--- src/rtl/irq_agg_pkg.sv ---
package irq_agg_pkg;

    localparam int VND_W = 13;

    // vendor status bit positions
    localparam int VB_SYNC     = 0;
    localparam int VB_MISS_A   = 1;
    localparam int VB_OVF_A    = 4;
    localparam int VB_UV       = 7;
    localparam int VB_ECC      = 8;
    localparam int VB_BUS      = 9;
    localparam int VB_FSM      = 10;
    localparam int VB_TX_FATAL = 11;
    localparam int VB_RX_FATAL = 12;

    typedef enum logic [1:0] {
        A_STD_STAT = 2'd0,
        A_STD_MASK = 2'd1,
        A_VND_STAT = 2'd2,
        A_VND_MASK = 2'd3
    } reg_addr_e;

    typedef struct packed {
        logic rx;
        logic tx;
        logic ext;
    } cond_t;

    function automatic cond_t keep_reported(cond_t rep, cond_t now);
        return cond_t'(rep & now);
    endfunction

    function automatic logic any_fresh(cond_t now, cond_t rep);
        return |(now & ~rep);
    endfunction

endpackage

--- src/rtl/irq_sticky_reg.sv ---
module irq_sticky_reg #(
    parameter int W = 8
) (
    input  logic         clk,
    input  logic         rst,
    input  logic [W-1:0] set_vec,
    input  logic [W-1:0] clr_vec,
    output logic [W-1:0] stat
);

    always_ff @(posedge clk) begin
        if (rst) stat <= '0;
        else     stat <= (stat & ~clr_vec) | set_vec;
    end

    assert_set_on_pulse_R2: assert property (@(posedge clk) disable iff (rst)
        (|set_vec) |=> ((stat & $past(set_vec)) == $past(set_vec)));

    assert_hold_without_clear_R3: assert property (@(posedge clk) disable iff (rst)
        !(|clr_vec) |=> ((stat & $past(stat)) == $past(stat)));

    assert_set_beats_clear_R4: assert property (@(posedge clk) disable iff (rst)
        (|(set_vec & clr_vec)) |=>
            ((stat & $past(set_vec & clr_vec)) == $past(set_vec & clr_vec)));

endmodule

--- src/rtl/irq_mask_reg.sv ---
module irq_mask_reg #(
    parameter int W = 8
) (
    input  logic         clk,
    input  logic         rst,
    input  logic         load,
    input  logic [W-1:0] din,
    output logic [W-1:0] mask
);

    always_ff @(posedge clk) begin
        if (rst)       mask <= '1;
        else if (load) mask <= din;
    end

    assert_mask_reset_R1: assert property (@(posedge clk)
        $past(rst) |-> (mask == '1));

    assert_mask_hold_R5: assert property (@(posedge clk) disable iff (rst)
        !load |=> $stable(mask));

endmodule

--- src/rtl/irq_line_gen.sv ---
module irq_line_gen
    import irq_agg_pkg::*;
(
    input  logic  clk,
    input  logic  rst,
    input  cond_t cond,
    input  logic  snap,
    output logic  irq_n
);

    cond_t rep_q;
    cond_t rep_d;

    always_comb begin
        if (snap) rep_d = cond;
        else      rep_d = keep_reported(rep_q, cond);
    end

    always_ff @(posedge clk) begin
        if (rst) begin
            rep_q <= '0;
            irq_n <= 1'b1;
        end else begin
            rep_q <= rep_d;
            irq_n <= ~any_fresh(cond, rep_d);
        end
    end

    assert_quiet_after_snap_R8: assert property (@(posedge clk) disable iff (rst)
        snap |=> irq_n);

    assert_rx_raises_R6: assert property (@(posedge clk) disable iff (rst)
        (cond.rx && !rep_q.rx && !snap) |=> !irq_n);

    assert_ext_raises_R7: assert property (@(posedge clk) disable iff (rst)
        (cond.ext && !rep_q.ext && !snap) |=> !irq_n);

    assert_drop_unmarks_R9: assert property (@(posedge clk) disable iff (rst)
        (!cond.tx && !snap) |=> !rep_q.tx);

endmodule

--- src/rtl/irq_agg_ctrl.sv ---
module irq_agg_ctrl
    import irq_agg_pkg::*;
#(
    parameter int STD_W  = 8,
    parameter int DATA_W = 16
) (
    input  logic              clk,
    input  logic              rst,
    input  logic [STD_W-1:0]  std_evt,
    input  logic [VND_W-1:0]  vnd_evt,
    input  logic              rx_avail,
    input  logic              tx_avail,
    input  logic              reg_wr,
    input  logic [1:0]        reg_addr,
    input  logic [DATA_W-1:0] reg_wdata,
    output logic [DATA_W-1:0] reg_rdata,
    input  logic              footer_snap,
    output logic              ext_stat,
    output logic              irq_n
);

    logic [STD_W-1:0] std_stat, std_mask, std_clr;
    logic [VND_W-1:0] vnd_stat, vnd_mask, vnd_clr;
    logic             std_mask_ld, vnd_mask_ld;
    reg_addr_e        sel;
    cond_t            cond;

    assign sel = reg_addr_e'(reg_addr);

    assign std_clr     = (reg_wr && sel == A_STD_STAT) ? reg_wdata[STD_W-1:0] : '0;
    assign vnd_clr     = (reg_wr && sel == A_VND_STAT) ? reg_wdata[VND_W-1:0] : '0;
    assign std_mask_ld = reg_wr && sel == A_STD_MASK;
    assign vnd_mask_ld = reg_wr && sel == A_VND_MASK;

    irq_sticky_reg #(.W(STD_W)) u_std_stat (
        .clk(clk), .rst(rst), .set_vec(std_evt), .clr_vec(std_clr), .stat(std_stat));

    irq_sticky_reg #(.W(VND_W)) u_vnd_stat (
        .clk(clk), .rst(rst), .set_vec(vnd_evt), .clr_vec(vnd_clr), .stat(vnd_stat));

    irq_mask_reg #(.W(STD_W)) u_std_mask (
        .clk(clk), .rst(rst), .load(std_mask_ld), .din(reg_wdata[STD_W-1:0]),
        .mask(std_mask));

    irq_mask_reg #(.W(VND_W)) u_vnd_mask (
        .clk(clk), .rst(rst), .load(vnd_mask_ld), .din(reg_wdata[VND_W-1:0]),
        .mask(vnd_mask));

    assign ext_stat = (|(std_stat & ~std_mask)) | (|(vnd_stat & ~vnd_mask));

    always_comb begin
        case (sel)
            A_STD_STAT: reg_rdata = DATA_W'(std_stat);
            A_STD_MASK: reg_rdata = DATA_W'(std_mask);
            A_VND_STAT: reg_rdata = DATA_W'(vnd_stat);
            default:    reg_rdata = DATA_W'(vnd_mask);
        endcase
    end

    assign cond = '{rx: rx_avail, tx: tx_avail, ext: ext_stat};

    irq_line_gen u_irq (
        .clk(clk), .rst(rst), .cond(cond), .snap(footer_snap), .irq_n(irq_n));

    assert_irq_reset_R1: assert property (@(posedge clk)
        $past(rst) |-> irq_n);

    assert_full_mask_quiet_R5: assert property (@(posedge clk) disable iff (rst)
        ((&std_mask) && (&vnd_mask)) |-> !ext_stat);

endmodule

--- config.mk ---
export PLATFORM = sky130hd
export DESIGN_NAME = irq_agg_ctrl
export DESIGN_NICKNAME = d
export VERILOG_FILES = /design/src/rtl/irq_agg_pkg.sv /design/src/rtl/irq_sticky_reg.sv /design/src/rtl/irq_mask_reg.sv /design/src/rtl/irq_line_gen.sv /design/src/rtl/irq_agg_ctrl.sv
export SDC_FILE = /design/constraint.sdc
export NUM_CORES = 1
export LEC_CHECK = 0
export ABC_CLOCK_PERIOD_IN_PS = 1170
export BUFFER_PORTS_ARGS = -buffer_cell sky130_fd_sc_hd__buf_4
export CORE_ASPECT_RATIO = 0.5
export CORE_MARGIN = 3
export CORE_UTILIZATION = 30
export CTS_CLUSTER_DIAMETER = 80
export CTS_CLUSTER_SIZE = 24
export DETAILED_ROUTE_END_ITERATION = 8
export GPL_TIMING_DRIVEN = 0
export SETUP_SLACK_MARGIN = 0.2
export SLEW_MARGIN = 20
export SYNTH_ARGS = -nofsm -noshare
export SYNTH_HDL_FRONTEND = slang
export SYNTH_SLANG_ARGS = --single-unit
--- constraint.sdc ---
create_clock -name clk -period 1.17 [get_ports clk]
set_input_delay 0.117 -clock clk [delete_from_list [all_inputs] [get_ports clk]]
set_output_delay 0.117 -clock clk [all_outputs]
set_load 0.02 [all_outputs]
# After elaboration in Yosys (flattened, before gate mapping)
# Index checks and enable logic that the tools add are counted.
dict set report op_classes {
  bitwise 15
  addsub 0
  n_shift 0
  magnitude_cmp 0
  reduce_logical 8
  n_eq_ne 3
  mul 0
  n_div 0
  n_mux 4
}
# cell n
set op_table {}
lappend op_table {{$pmux W13 S3} 1}
lappend op_table {{$and A13 B13 Y13} 2}
lappend op_table {{$not A13 Y13} 2}
lappend op_table {{$and A8 B8 Y8} 2}
lappend op_table {{$not A8 Y8} 2}
lappend op_table {{$mux W13} 1}
lappend op_table {{$or A13 B13 Y13} 1}
lappend op_table {{$reduce_or A13 Y1} 1}
lappend op_table {{$mux W8} 1}
lappend op_table {{$or A8 B8 Y8} 1}
lappend op_table {{$reduce_or A8 Y1} 1}
lappend op_table {{$and A3 B3 Y3} 2}
lappend op_table {{$eq A2 B2 Y1 const B} 2}
lappend op_table {{$logic_and A1 B1 Y1} 4}
lappend op_table {{$mux W3} 1}
lappend op_table {{$not A3 Y3} 1}
lappend op_table {{$reduce_or A3 Y1} 1}
lappend op_table {{$eq A2 B1 Y1 const B} 1}
lappend op_table {{$logic_not A2 Y1} 1}
lappend op_table {{$not A1 Y1} 1}
lappend op_table {{$or A1 B1 Y1} 1}
dict set report word_totals {
  latch_bits 0
  ramBits 0
  output_inout_bits 18
  rom_bits 0
  reg_bits 46
  mem_count 0
}

# Logic depth before layout (Yosys ltp)
# Gate-level depths: netlist of the first run.
dict set report logic_depth {
  depth_word 10
  mapped_depth 6
  ltp_nobuf 4
}

# Cells and area by module
# Synthesis of the first run repeated with hierarchy kept, for this count alone.
dict set report unflattened {
  cells_unflattened 256
  area_unflattened_um2 2532.4
}
# module seq_area_each_um2 area_each_um2 n_inst cells_each
set by_module_without_submodules {}
lappend by_module_without_submodules {irq_agg_ctrl 0.0 696.9 1 88}
lappend by_module_without_submodules {{irq_mask_reg at u_vnd_mask} 260.2 504.2 1 42}
lappend by_module_without_submodules {{irq_sticky_reg at u_vnd_stat} 260.2 504.2 1 53}
lappend by_module_without_submodules {{irq_sticky_reg at u_std_stat} 160.2 381.6 1 33}
lappend by_module_without_submodules {{irq_mask_reg at u_std_mask} 160.2 302.8 1 26}
lappend by_module_without_submodules {irq_line_gen 80.1 142.6 1 14}

# Worst setup path after synthesis of the first run
# No wires, ideal clock.
dict set report synth_path {
  kind {register to output}
  startpoint {reg u_std_stat.stat[5]}
  endpoint {out ext_stat}
  stages_incl_launch_ff 5
  path_buffers 0
  arrival_time_ns 1.054
  t_required_ns 1.053
  path_slack_ns -0.001
  cell_sequence {dfxtp_1 or2b_2 o221ai_2 nor4_2 nand2_1}
}
dict set report synth_between {
  elab_chain_cells 3
}
# item line_no
set synth_rtl {}
lappend synth_rtl {{start, declared} irq_sticky_reg.sv:8} ;# output logic [W-1:0] stat
lappend synth_rtl {{start signal, assigned} irq_sticky_reg.sv:13} ;# else stat <= (stat & ~clr_vec) | set_vec;
lappend synth_rtl {{$and A8 B8 Y8} irq_agg_ctrl.sv:49} ;# assign ext_stat = (|(std_stat & ~std_mask)) | (|(vnd_stat & ~vnd_mask));
lappend synth_rtl {{$reduce_or A8 Y1} irq_agg_ctrl.sv:49}
lappend synth_rtl {{$or A1 B1 Y1} irq_agg_ctrl.sv:49}
lappend synth_rtl {{end, declared} irq_agg_ctrl.sv:18} ;# output logic ext_stat,
# No other way between the ends.

# Worst setup path in the final report of the first run
dict set report layout_path {
  startpoint {reg u_vnd_mask.mask[7]}
  endpoint {out ext_stat}
}
dict set report layout_between {
  elab_chain_cells 4
}
# item line_no
set layout_rtl {}
lappend layout_rtl {{start, declared} irq_mask_reg.sv:8} ;# output logic [W-1:0] mask
lappend layout_rtl {{start signal, assigned} irq_mask_reg.sv:13} ;# else if (load) mask <= din;
lappend layout_rtl {{$not A13 Y13} irq_agg_ctrl.sv:49}
lappend layout_rtl {{$and A13 B13 Y13} irq_agg_ctrl.sv:49}
lappend layout_rtl {{$reduce_or A13 Y1} irq_agg_ctrl.sv:49}
lappend layout_rtl {{$or A1 B1 Y1} irq_agg_ctrl.sv:49}
# No other way between the ends.

==> flow_metrics.py, run 1 <==
metrics = {
    "outcome": {
        "status": "finished, violations left",
        "violations": "negative setup slack",
    },
    "drt": {
        "dr.first_iter.drc_count": 92,
        "vias_per_cell": 4.85,
        "drt-total-wl_mm": 6.45,
        "vias": 2036,
        "final_antenna_net_count": 0,
        "wl_per_cell_um": 15.3,
        "drt_pass1_iterations": 4,
        "drc_errors": 0,
    },
    "clock_network": {
        "postCtsHoldBufs": 0,
        "cts_tree": "built",
        "cts_buffer_depth": 2,
        "cts_made_buffers": 5,
        "clk_latency_ns": 0.29,
        "htree_levels": 2,
        "root_buffer": "clkbuf_16",
        "cts.sink_count": 46,
        "clkTransAtPathRegs_ns": 0.06,
    },
    "worst_setup_path": {
        "regToRegSetupSlack_ns": -0.09,
        "critPathRequiredTime_ns": 1.05,
        "path_class": "flop to output pin",
        "cp_data_arrival_time_ns": 1.46,
        "end_kind": "output pin",
        "critPathLaunchType": "flop",
        "critical_path.max_fanout": 3,
    },
    "floorplanning": {
        "core_area_sq_um": 6880,
        "initial_core_util_pct": 31.9,
        "io_pins": 63,
        "die_h_um": 66.5,
        "die_x_um": 127,
        "num_rows": 21,
        "die_area_sq_um": 8440,
    },
    "yosys": {
        "synth_mux_area_share_pct": 10.8,
        "ys_ff_latch": 46,
        "yosys.area.top_type": "dfxtp_1",
        "syn_area_sq_um": 2190,
        "ys_top_cells_by_area": "dfxtp_1 (42%), nand2_1 (10%), nand3b_1 (7.2%), mux4_2 (6.2%), nor2_1 (5.3%)",
        "synthFlopType": "dfxtp_1",
        "async_flop_share_pct": 0,
        "synth.yosys.seq_area_share_pct": 42.0,
        "yosys.cell_count.top_type": "nand2_1",
        "synth_cells": 256,
        "synth_area_per_cell_sq_um": 8.57,
        "synthSimpleGateAreaFrac_pct": 30.6,
        "synth_top_family_by_area": "simple AND/OR/NAND/NOR gates",
        "synth_xor_area_share_pct": 0,
        "synth_compound_area_share_pct": 9.01,
        "yosysWarnings": 0,
        "synth-adder-area-share_pct": 0,
        "yosysTopAreaCellShare_pct": 42.0,
        "synth_commonest_cells": "nand2_1 (59), dfxtp_1 (46), nor2_1 (31)",
        "synth_edf_count": 0,
        "synth_cell_types": 33,
    },
    "global_route": {
        "track_usage_pct": 15.0,
        "met2_usage_pct": 25.5,
        "gr-max-usage-layer": "met2",
        "grt_max_degree": 16,
        "grt_use_met3_pct": 2.72,
        "overflow": 0,
        "grt_pass1_vias": 1975,
        "antenna_found_initial": 0,
        "grt_use_met1_pct": 19.9,
        "grt_first_pass_wirelength_mm": 9.79,
    },
    "power_and_ir_drop": {
        "irDropWorstVdd_uv": 591,
        "powerDensity_nw_per_um2": 1290,
        "leakage_nw": 1.37,
        "p_total_w": 0.00398,
    },
    "final_layout": {
        "stdcell_count": 420,
        "diodes": 0,
        "syn_to_final_growth_pct": 40.6,
        "nets": 372,
        "drive_gt1_share_pct": 39.6,
    },
    "sta": {
        "clock_skew_ns": 0.00622,
        "maxSlewViolCount": 0,
        "setup_slack_ns": -0.403,
        "setup_viol_count_final": 11,
        "max_freq_ghz": 0.636,
        "period_minus_slack_ns": 1.57,
        "fin_crit_sh_pct": 134,
        "rsz0062_at_grt": "yes",
        "hold_viol_final": 0,
    },
    "place": {
        "place_hpwl_mm": 4.55,
        "gp_congestion": 0.785,
        "post-place-cells": 403,
        "numPortBuffers": 53,
    },
    "worst_hold_path": {
        "hp-class": "input port to flop",
    },
    "flow_run": {
        "max-cap-violations": 0,
    },
}
[critical path: stages, from the launching register on]
cell and delay, ns:
dfxtp_2 0.34, nand2b_4 0.12, o2111ai_2 0.14, nor4_4 0.31, nand2_1 0.11, buf_6 0.15
[final timing paths]
path / cells past startpoint / to / startpoint
setup / recovery: 5 / ext_stat / u_vnd_mask.mask[7]
hold / removal: 3 / u_std_stat.stat[2] / std_evt[2]
setup reg to reg: 5 / u_irq.rep_q[0] / u_vnd_mask.mask[7]
hold reg to reg: 2 / u_vnd_mask.mask[11] / u_vnd_mask.mask[11]
[sequential cells by signal (all words and copies together) (netlist names)]
name             flops
u_irq.irq_n          1
u_irq.rep_q          3
u_std_mask.mask      8
u_std_stat.stat      8
u_vnd_mask.mask     13
u_vnd_stat.stat     13
[metrics by stage]
stage          hold slack [ns]  cell area, sq um  worst slack, ns  util (%)  TNS [ns]
6_report                0.0314              3080           -0.403      44.8     -2.36
5_1_grt                 0.0406              3080           -0.494      44.8     -2.77
4_1_cts                 0.0312              3030           -0.415      43.9     -2.31
3_5_place_dp             0.327              2730           -0.287      39.6     -3.04
3_3_place_gp             0.321              2730           -0.279      39.6     -1.50
2_1_floorplan            0.234              2210          0.00184         -         0
[cell type report]
cell class,instances,area (sq um)
Fill cell,682,3800
Clock buffer,5,125
Multi-Input combinational cell,183,1170
Timing Repair Buffer,62,518
Sequential cell,46,958
Tap cell,92,115
Buffer,16,130
Inverter,13,48.8
Clock inverter,3,21.3
[cells in the final DEF (no fill, tap or decap), drive strengths merged, types with 2 or more instances in the layout]
master / count
conb: 3
o22ai: 3
nand3b: 21
nor2b: 5
inv: 13
mux2i: 5
buf: 73
or2b: 2
dfxtp: 46
clkbuf: 10
nand2: 59
nand2b: 8
nor2: 31
nor3b: 3
mux4: 8
o2111ai: 3
clkinv: 2
a21oi: 21
[kinds of logic after synthesis]
kind of cell / count (synthesis)
flip-flops: 46
AND/OR/NAND/NOR: 135
other: 1
multiplexers: 13
buffers and inverters: 29
AO/OA/AOI/OAI: 32
[report_power, final]
part | switching [W] | leakage (nW) | internal (W)
logic | 0.000387 | 0.919 | 0.000425
clock network | 0.000626 | 0.0698 | 0.000792
registers | 0.0000745 | 0.378 | 0.00168
total | 0.00109 | 1.37 | 0.00289
[layer usage]
layer / up-vias / wire [um]
met3: 6 / 413
li1: 994 / -
met2: 60 / 3050
met4: 0 / 63
met1: 976 / 2920
met5: - / 0
[repair_timing]
| item | 4_1_cts | 5_1_grt |
|---|---|---|
| gates resized for setup | 44 | 12 |
| setup buffers | 4 | 5 |
| hold endpoints to repair | 0 | 0 |
| setup endpoints to repair | 16 | 44 |
| pin swaps | 3 | 1 |
(Power assumes the default switching activity.)
==> run 2: changes to the inputs <==
--- a/config.mk
+++ b/config.mk
@@ -5,6 +5,7 @@
 export SDC_FILE = /design/constraint.sdc
 export NUM_CORES = 1
 export LEC_CHECK = 0
+export ABC_AREA = 1
 export ABC_CLOCK_PERIOD_IN_PS = 1170
 export BUFFER_PORTS_ARGS = -buffer_cell sky130_fd_sc_hd__buf_4
 export CORE_ASPECT_RATIO = 0.5
@@ -14,6 +15,7 @@
 export CTS_CLUSTER_SIZE = 24
 export DETAILED_ROUTE_END_ITERATION = 8
 export GPL_TIMING_DRIVEN = 0
+export PLACE_DENSITY = 0.51
 export SETUP_SLACK_MARGIN = 0.2
 export SLEW_MARGIN = 20
 export SYNTH_ARGS = -nofsm -noshare
==> flow_metrics.py, run 2 <==
metrics = {
    "drt": {
        "vias": 2142,
        "drc_errors": 0,
        "drt_pass1_iterations": 4,
        "final_antenna_net_count": 0,
        "drt-total-wl_mm": 6.62,
        "vias_per_cell": 4.67,
        "wl_per_cell_um": 14.4,
        "dr.first_iter.drc_count": 126,
    },
    "yosys": {
        "synth_compound_area_share_pct": 24.6,
        "ys_top_cells_by_area": "dfxtp_1 (44%), nand2_1 (9.8%), inv_1 (9.5%), o21ai_0 (8.1%), a21oi_1 (7.9%)",
        "async_flop_share_pct": 0,
        "synth_top_family_by_area": "compound AO/OA/AOI/OAI gates",
        "yosys.cell_count.top_type": "nand2_1",
        "synth_edf_count": 0,
        "synthSimpleGateAreaFrac_pct": 18.2,
        "synth.yosys.seq_area_share_pct": 43.8,
        "synth_commonest_cells": "nand2_1 (55), inv_1 (53), dfxtp_1 (46)",
        "yosysWarnings": 0,
        "synth_cells": 296,
        "synth_cell_types": 23,
        "synthFlopType": "dfxtp_1",
        "synth-adder-area-share_pct": 0,
        "synth_area_per_cell_sq_um": 7.10,
        "synth_mux_area_share_pct": 0,
        "synth_xor_area_share_pct": 0,
        "yosysTopAreaCellShare_pct": 43.8,
        "syn_area_sq_um": 2100,
        "yosys.area.top_type": "dfxtp_1",
        "ys_ff_latch": 46,
    },
    "sta": {
        "worst_pin_slew_ns": 0.708,
        "setup_viol_count_final": 9,
        "clock_skew_ns": 0.00411,
        "maxSlewViolCount": 0,
        "period_minus_slack_ns": 1.46,
        "setup_slack_ns": -0.292,
        "hold_viol_final": 0,
        "max_freq_ghz": 0.684,
        "fin_crit_sh_pct": 125,
        "rsz0062_at_grt": "yes",
        "relSlewSlack_pct": 52.8,
    },
    "floorplanning": {
        "core_area_sq_um": 6410,
        "initial_core_util_pct": 32.8,
        "io_pins": 63,
        "die_h_um": 65.2,
        "die_x_um": 124,
        "die_area_sq_um": 8110,
        "num_rows": 20,
    },
    "global_route": {
        "overflow": 0,
        "grt_use_met3_pct": 3.81,
        "track_usage_pct": 16.4,
        "met2_usage_pct": 25.5,
        "gr-max-usage-layer": "met2",
        "grt_first_pass_wirelength_mm": 10.4,
        "grt_max_degree": 14,
        "grt_pass1_vias": 2118,
        "grt_use_met1_pct": 22.8,
        "antenna_found_initial": 0,
    },
    "final_layout": {
        "diodes": 0,
        "drive_gt1_share_pct": 42.9,
        "n_fill_cell": 650,
        "layout_common_cells": "buf_4 (57), nand2_1 (43), inv_1 (35)",
        "reg.largest.list": "u_vnd_mask.mask (13), u_vnd_stat.stat (13)",
        "fin_util_pct": 48.6,
        "nets": 415,
        "final_common_cell": "buf_4",
        "syn_to_final_growth_pct": 48.0,
    },
    "clock_network": {
        "clk_latency_ns": 0.29,
        "postCtsHoldBufs": 0,
        "cts_buffer_depth": 2,
        "clkTransAtPathRegs_ns": 0.06,
        "cts_made_buffers": 5,
        "htree_levels": 2,
        "root_buffer": "clkbuf_16",
        "cts.sink_count": 46,
        "cts_tree": "built",
    },
    "flow_run": {
        "max-cap-violations": 0,
    },
    "place": {
        "post-place-ws_ns": -0.223,
        "place_hpwl_mm": 4.71,
        "numPortBuffers": 56,
        "gp_congestion": 0.793,
    },
    "power_and_ir_drop": {
        "irDropWorstVdd_uv": 499,
        "powerDensity_nw_per_um2": 1290,
        "leakage_nw": 1.55,
        "p_total_w": 0.00401,
    },
    "worst_setup_path": {
        "critPathLaunchType": "flop",
        "end_kind": "output pin",
        "critical_path.max_fanout": 3,
        "path_class": "flop to output pin",
        "critPathRequiredTime_ns": 1.05,
        "cp_data_arrival_time_ns": 1.34,
    },
    "worst_hold_path": {
        "hp-class": "input port to flop",
    },
    "outcome": {
        "status": "finished, violations left",
        "violations": "negative setup slack",
    },
}
## run 2: cell count changes after synthesis, moves of 11 or more
cell | previous run | this run
a21oi_1 | 21 | 33
inv_1 | 13 | 53
nand3b_1 | 21 | 0
o211ai_1 | 0 | 11
o21ai_0 | 0 | 34
## run 2: metal layers
metal	up-vias	share of wire, %
met5	-	0
met2	46	44
met3	6	3.9
met1	989	51
met4	0	0.98
li1	1101	-
## run 2: stage by stage
step | cell area, sq um | instances | TNS [ns] | hold slack [ns]
2_1_floorplan | 2110 | 298 | 0 | 0.222
3_3_place_gp | 2640 | 442 | -5.18 | 0.323
3_5_place_dp | 2640 | 442 | -5.01 | 0.330
4_1_cts | 2930 | 454 | -1.07 | 0.0277
5_1_grt | 3110 | 459 | -1.74 | 0.0532
6_report | 3110 | 459 | -0.836 | 0.0293
## run 2: final timing paths
kind / depth (start not counted) / startpoint / endpoint / slack (ns)
worst min-delay path: 3 / vnd_evt[11] / u_vnd_stat.stat[11] / 0.03
worst max-delay path: 7 / u_vnd_stat.stat[12] / ext_stat / -0.29
worst min register to register: 2 / u_irq.rep_q[1] / u_irq.rep_q[1] / 0.47
worst max register to register: 8 / u_vnd_stat.stat[12] / u_irq.rep_q[0] / 0.04
## run 2: worst max-delay path: stages, from the launching register on
cell	delay, ns
dfxtp_1	0.34
nand2_2	0.08
nand2_2	0.06
nor2_1	0.11
nand2_1	0.07
nor2_2	0.16
nand2_2	0.09
buf_6	0.14
## run 2: logic make-up (layout without fill, tap and decap cells)
family	count (synthesis)	after routing
other	1	3
AOI/OAI and AO/OA	92	92
and+or+nand+nor	91	91
buffers and inverters	66	139
DFF	46	46
## run 2: area by class of cell
class / count / area [sq um] / area share (%)
clock buffers: 7 / 143 / 4.59
repair buffers: 65 / 568 / 18.3
inverters: 54 / 208 / 6.68
well taps: 88 / 110 / 3.54
multi-input cells: 186 / 1050 / 33.8
clock inverters: 1 / 5.00 / 0.161
flip-flops and latches: 46 / 947 / 30.5
plain buffers: 12 / 78.8 / 2.53
## run 2: what timing repair did
item	4_1_cts	5_1_grt
resized for setup	54	47
endpoints found under the setup margin	33	31
setup buffers	4	5
pin swaps	16	13
## run 2: report_power, final
| part | switching, W | internal, W |
|---|---|---|
| sequential | 0.0000667 | 0.00168 |
| combinational | 0.000445 | 0.000382 |
| clock | 0.000594 | 0.000848 |
==> run 3: changes to the inputs <==
--- a/config.mk
+++ b/config.mk
@@ -14,7 +14,7 @@
 export CTS_CLUSTER_DIAMETER = 80
 export CTS_CLUSTER_SIZE = 24
 export DETAILED_ROUTE_END_ITERATION = 8
-export GPL_TIMING_DRIVEN = 0
+export MAX_ROUTING_LAYER = met4
 export PLACE_DENSITY = 0.51
 export SETUP_SLACK_MARGIN = 0.2
 export SLEW_MARGIN = 20
==> flow_metrics.py, run 3 (same netlist as run 2, synthesis figures left out) <==
metrics = {
    "sta": {
        "holdWs_ns": 0.0323,
        "clock_skew_ns": 0.00290,
        "hold_viol_final": 0,
        "rsz0062_at_grt": "yes",
        "max_freq_ghz": 0.684,
        "setup_viol_count_final": 10,
        "period_minus_slack_ns": 1.46,
        "fin_crit_sh_pct": 125,
        "maxSlewViolCount": 0,
        "setup_slack_ns": -0.292,
    },
    "global_route": {
        "grt_first_pass_wirelength_mm": 10.2,
        "overflow": 0,
        "grt_pass1_vias": 2116,
        "antenna_found_initial": 0,
        "track_usage_pct": 16.4,
        "grt_max_degree": 32,
    },
    "place": {
        "numPortBuffers": 56,
        "post_dp_cell_area_sq_um": 2820,
        "post-place-cells": 457,
        "gp_congestion": 0.814,
        "place_hpwl_mm": 4.59,
        "post-place-ws_ns": -0.129,
    },
    "worst_setup_path": {
        "path_cells": "inv_2 -> nand2_1 -> nand2_1 -> nor2_1 -> nand2_1 -> nor2_2 -> nand2_2 -> buf_6",
        "critPathRequiredTime_ns": 1.05,
        "critPathLaunchType": "flop",
        "cp_top_family": "simple AND/OR/NAND/NOR gates",
        "end_kind": "output pin",
        "cp_common_cell": "nand2_1",
        "crit_start": "u_vnd_mask.mask[9]",
        "critPathMaxStageDelay_ns": 0.32,
        "worstSetupPathDepth": 8,
        "critical_path.endpoint": "ext_stat",
        "reg2reg_to": "u_irq.rep_q[0]",
        "rr_worst_depth": 9,
        "cp_data_arrival_time_ns": 1.35,
        "critical_path.max_fanout": 3,
        "slowest_stage": "dfxtp_2",
        "timing.rr.start": "u_vnd_mask.mask[9]",
        "path_class": "flop to output pin",
        "critPathBufInv": 2,
        "regToRegSetupSlack_ns": 0.05,
    },
    "clock_network": {
        "cts_tree": "built",
        "clk_latency_ns": 0.29,
        "root_buffer": "clkbuf_16",
        "cts.sink_count": 46,
        "clkTransAtPathRegs_ns": 0.06,
        "cts_buffer_depth": 2,
        "cts_made_buffers": 5,
        "htree_levels": 2,
    },
    "drt": {
        "drc_errors": 0,
        "drt-total-wl_mm": 6.23,
        "final_antenna_net_count": 0,
        "drt_pass1_iterations": 4,
        "wl_per_cell_um": 13.3,
        "vias_per_cell": 4.73,
        "dr.first_iter.drc_count": 91,
        "vias": 2211,
    },
    "final_layout": {
        "final_common_cell": "buf_4",
        "drive_gt1_share_pct": 42.7,
        "syn_to_final_growth_pct": 51.5,
        "stdcell_area_sq_um": 3190,
        "stdcell_count": 467,
        "reg.largest.list": "u_vnd_mask.mask (13), u_vnd_stat.stat (13)",
        "diodes": 0,
        "nets": 423,
        "n_fill_cell": 633,
        "layout_common_cells": "buf_4 (63), nand2_1 (49), inv_1 (35)",
    },
    "power_and_ir_drop": {
        "leakage_nw": 1.58,
        "irDropWorstVdd_uv": 538,
        "powerDensity_nw_per_um2": 1260,
        "p_total_w": 0.00403,
    },
    "floorplanning": {
        "die_h_um": 65.2,
        "die_area_sq_um": 8110,
        "die_x_um": 124,
        "initial_core_util_pct": 32.8,
        "num_rows": 20,
        "io_pins": 63,
        "core_area_sq_um": 6410,
    },
    "worst_hold_path": {
        "hp-class": "input port to flop",
        "min_from": "vnd_evt[10]",
    },
    "outcome": {
        "violations": "negative setup slack",
        "status": "finished, violations left",
    },
    "flow_run": {
        "max-cap-violations": 0,
    },
}
[run 3: changes by cell type in the layout (fill, tap and decap cells not counted), moves of 2 or more]
| cell | delta |
|---|---|
| nand2_4 | -3 |
| buf_4 | +6 |
| nand2_2 | -3 |
| nand2_1 | +6 |
| o22ai_1 | +2 |
| o21ai_0 | -2 |
| clkbuf_1 | -3 |
| o22ai_2 | -2 |
| buf_6 | +8 |
| o21ai_1 | +2 |
| clkbuf_2 | -2 |
[run 3: per-stage QoR]
step	setup TNS, ns	utilization, %
2_1_floorplan	0	-
3_3_place_gp	-0.481	44.0
3_5_place_dp	-0.542	44.0
4_1_cts	-1.25	48.2
5_1_grt	-2.06	49.7
6_report	-1.25	49.7
[run 3: layer usage]
| metal | global-route usage, % | routed length [um] | part of all wire [%] | vias to the layer above |
|---|---|---|---|---|
| met2 | 24.4 | 2770 | 44 | 61 |
| met5 | - | 0 | 0 | - |
| li1 | - | - | - | 1118 |
| met3 | 4.46 | 404 | 6.5 | 7 |
| met4 | 7.10 | 100 | 1.6 | 0 |
| met1 | 21.1 | 2950 | 47 | 1025 |
[run 3: cell type report]
cell class / instances / area [sq um] / area share, %
multi-input cells: 186 / 1020 / 32.1
flip-flops and latches: 46 / 946 / 29.7
repair buffers: 85 / 756 / 23.7
inverters: 54 / 203 / 6.36
clock buffers: 7 / 143 / 4.48
well taps: 88 / 110 / 3.46
clock inverters: 1 / 5.00 / 0.157
[run 3: worst min path at each step]
stage	to	cells after the start
5_1_grt	u_vnd_stat.stat[9]	3
2_1_floorplan	u_vnd_mask.mask[0]	2
3_5_place_dp	u_vnd_stat.stat[10]	3
6_report	u_vnd_stat.stat[10]	3
4_1_cts	u_vnd_stat.stat[10]	3
3_3_place_gp	u_vnd_stat.stat[12]	3
[run 3: power by group]
group	internal, W	leakage [nW]	switching (W)	total, W
clock network	0.000847	0.0739	0.000588	0.00144
registers	0.00168	0.378	0.0000594	0.00174
logic	0.000412	1.13	0.000446	0.000858
total	0.00294	1.58	0.00109	0.00403
[run 3: what timing repair did]
action | CTS | global route
hold endpoints to repair | 0 | 0
resized for setup | 62 | 31
endpoints found under the setup margin | 16 | 17
setup buffers | 0 | 2
hold buffers | 0 | 0
pin swaps | 14 | 10
[run 3: worst min-delay path, stage by stage]
cell and delay (ns):
buf_4 0.08, a21oi_1 0.03, nor2_1 0.07
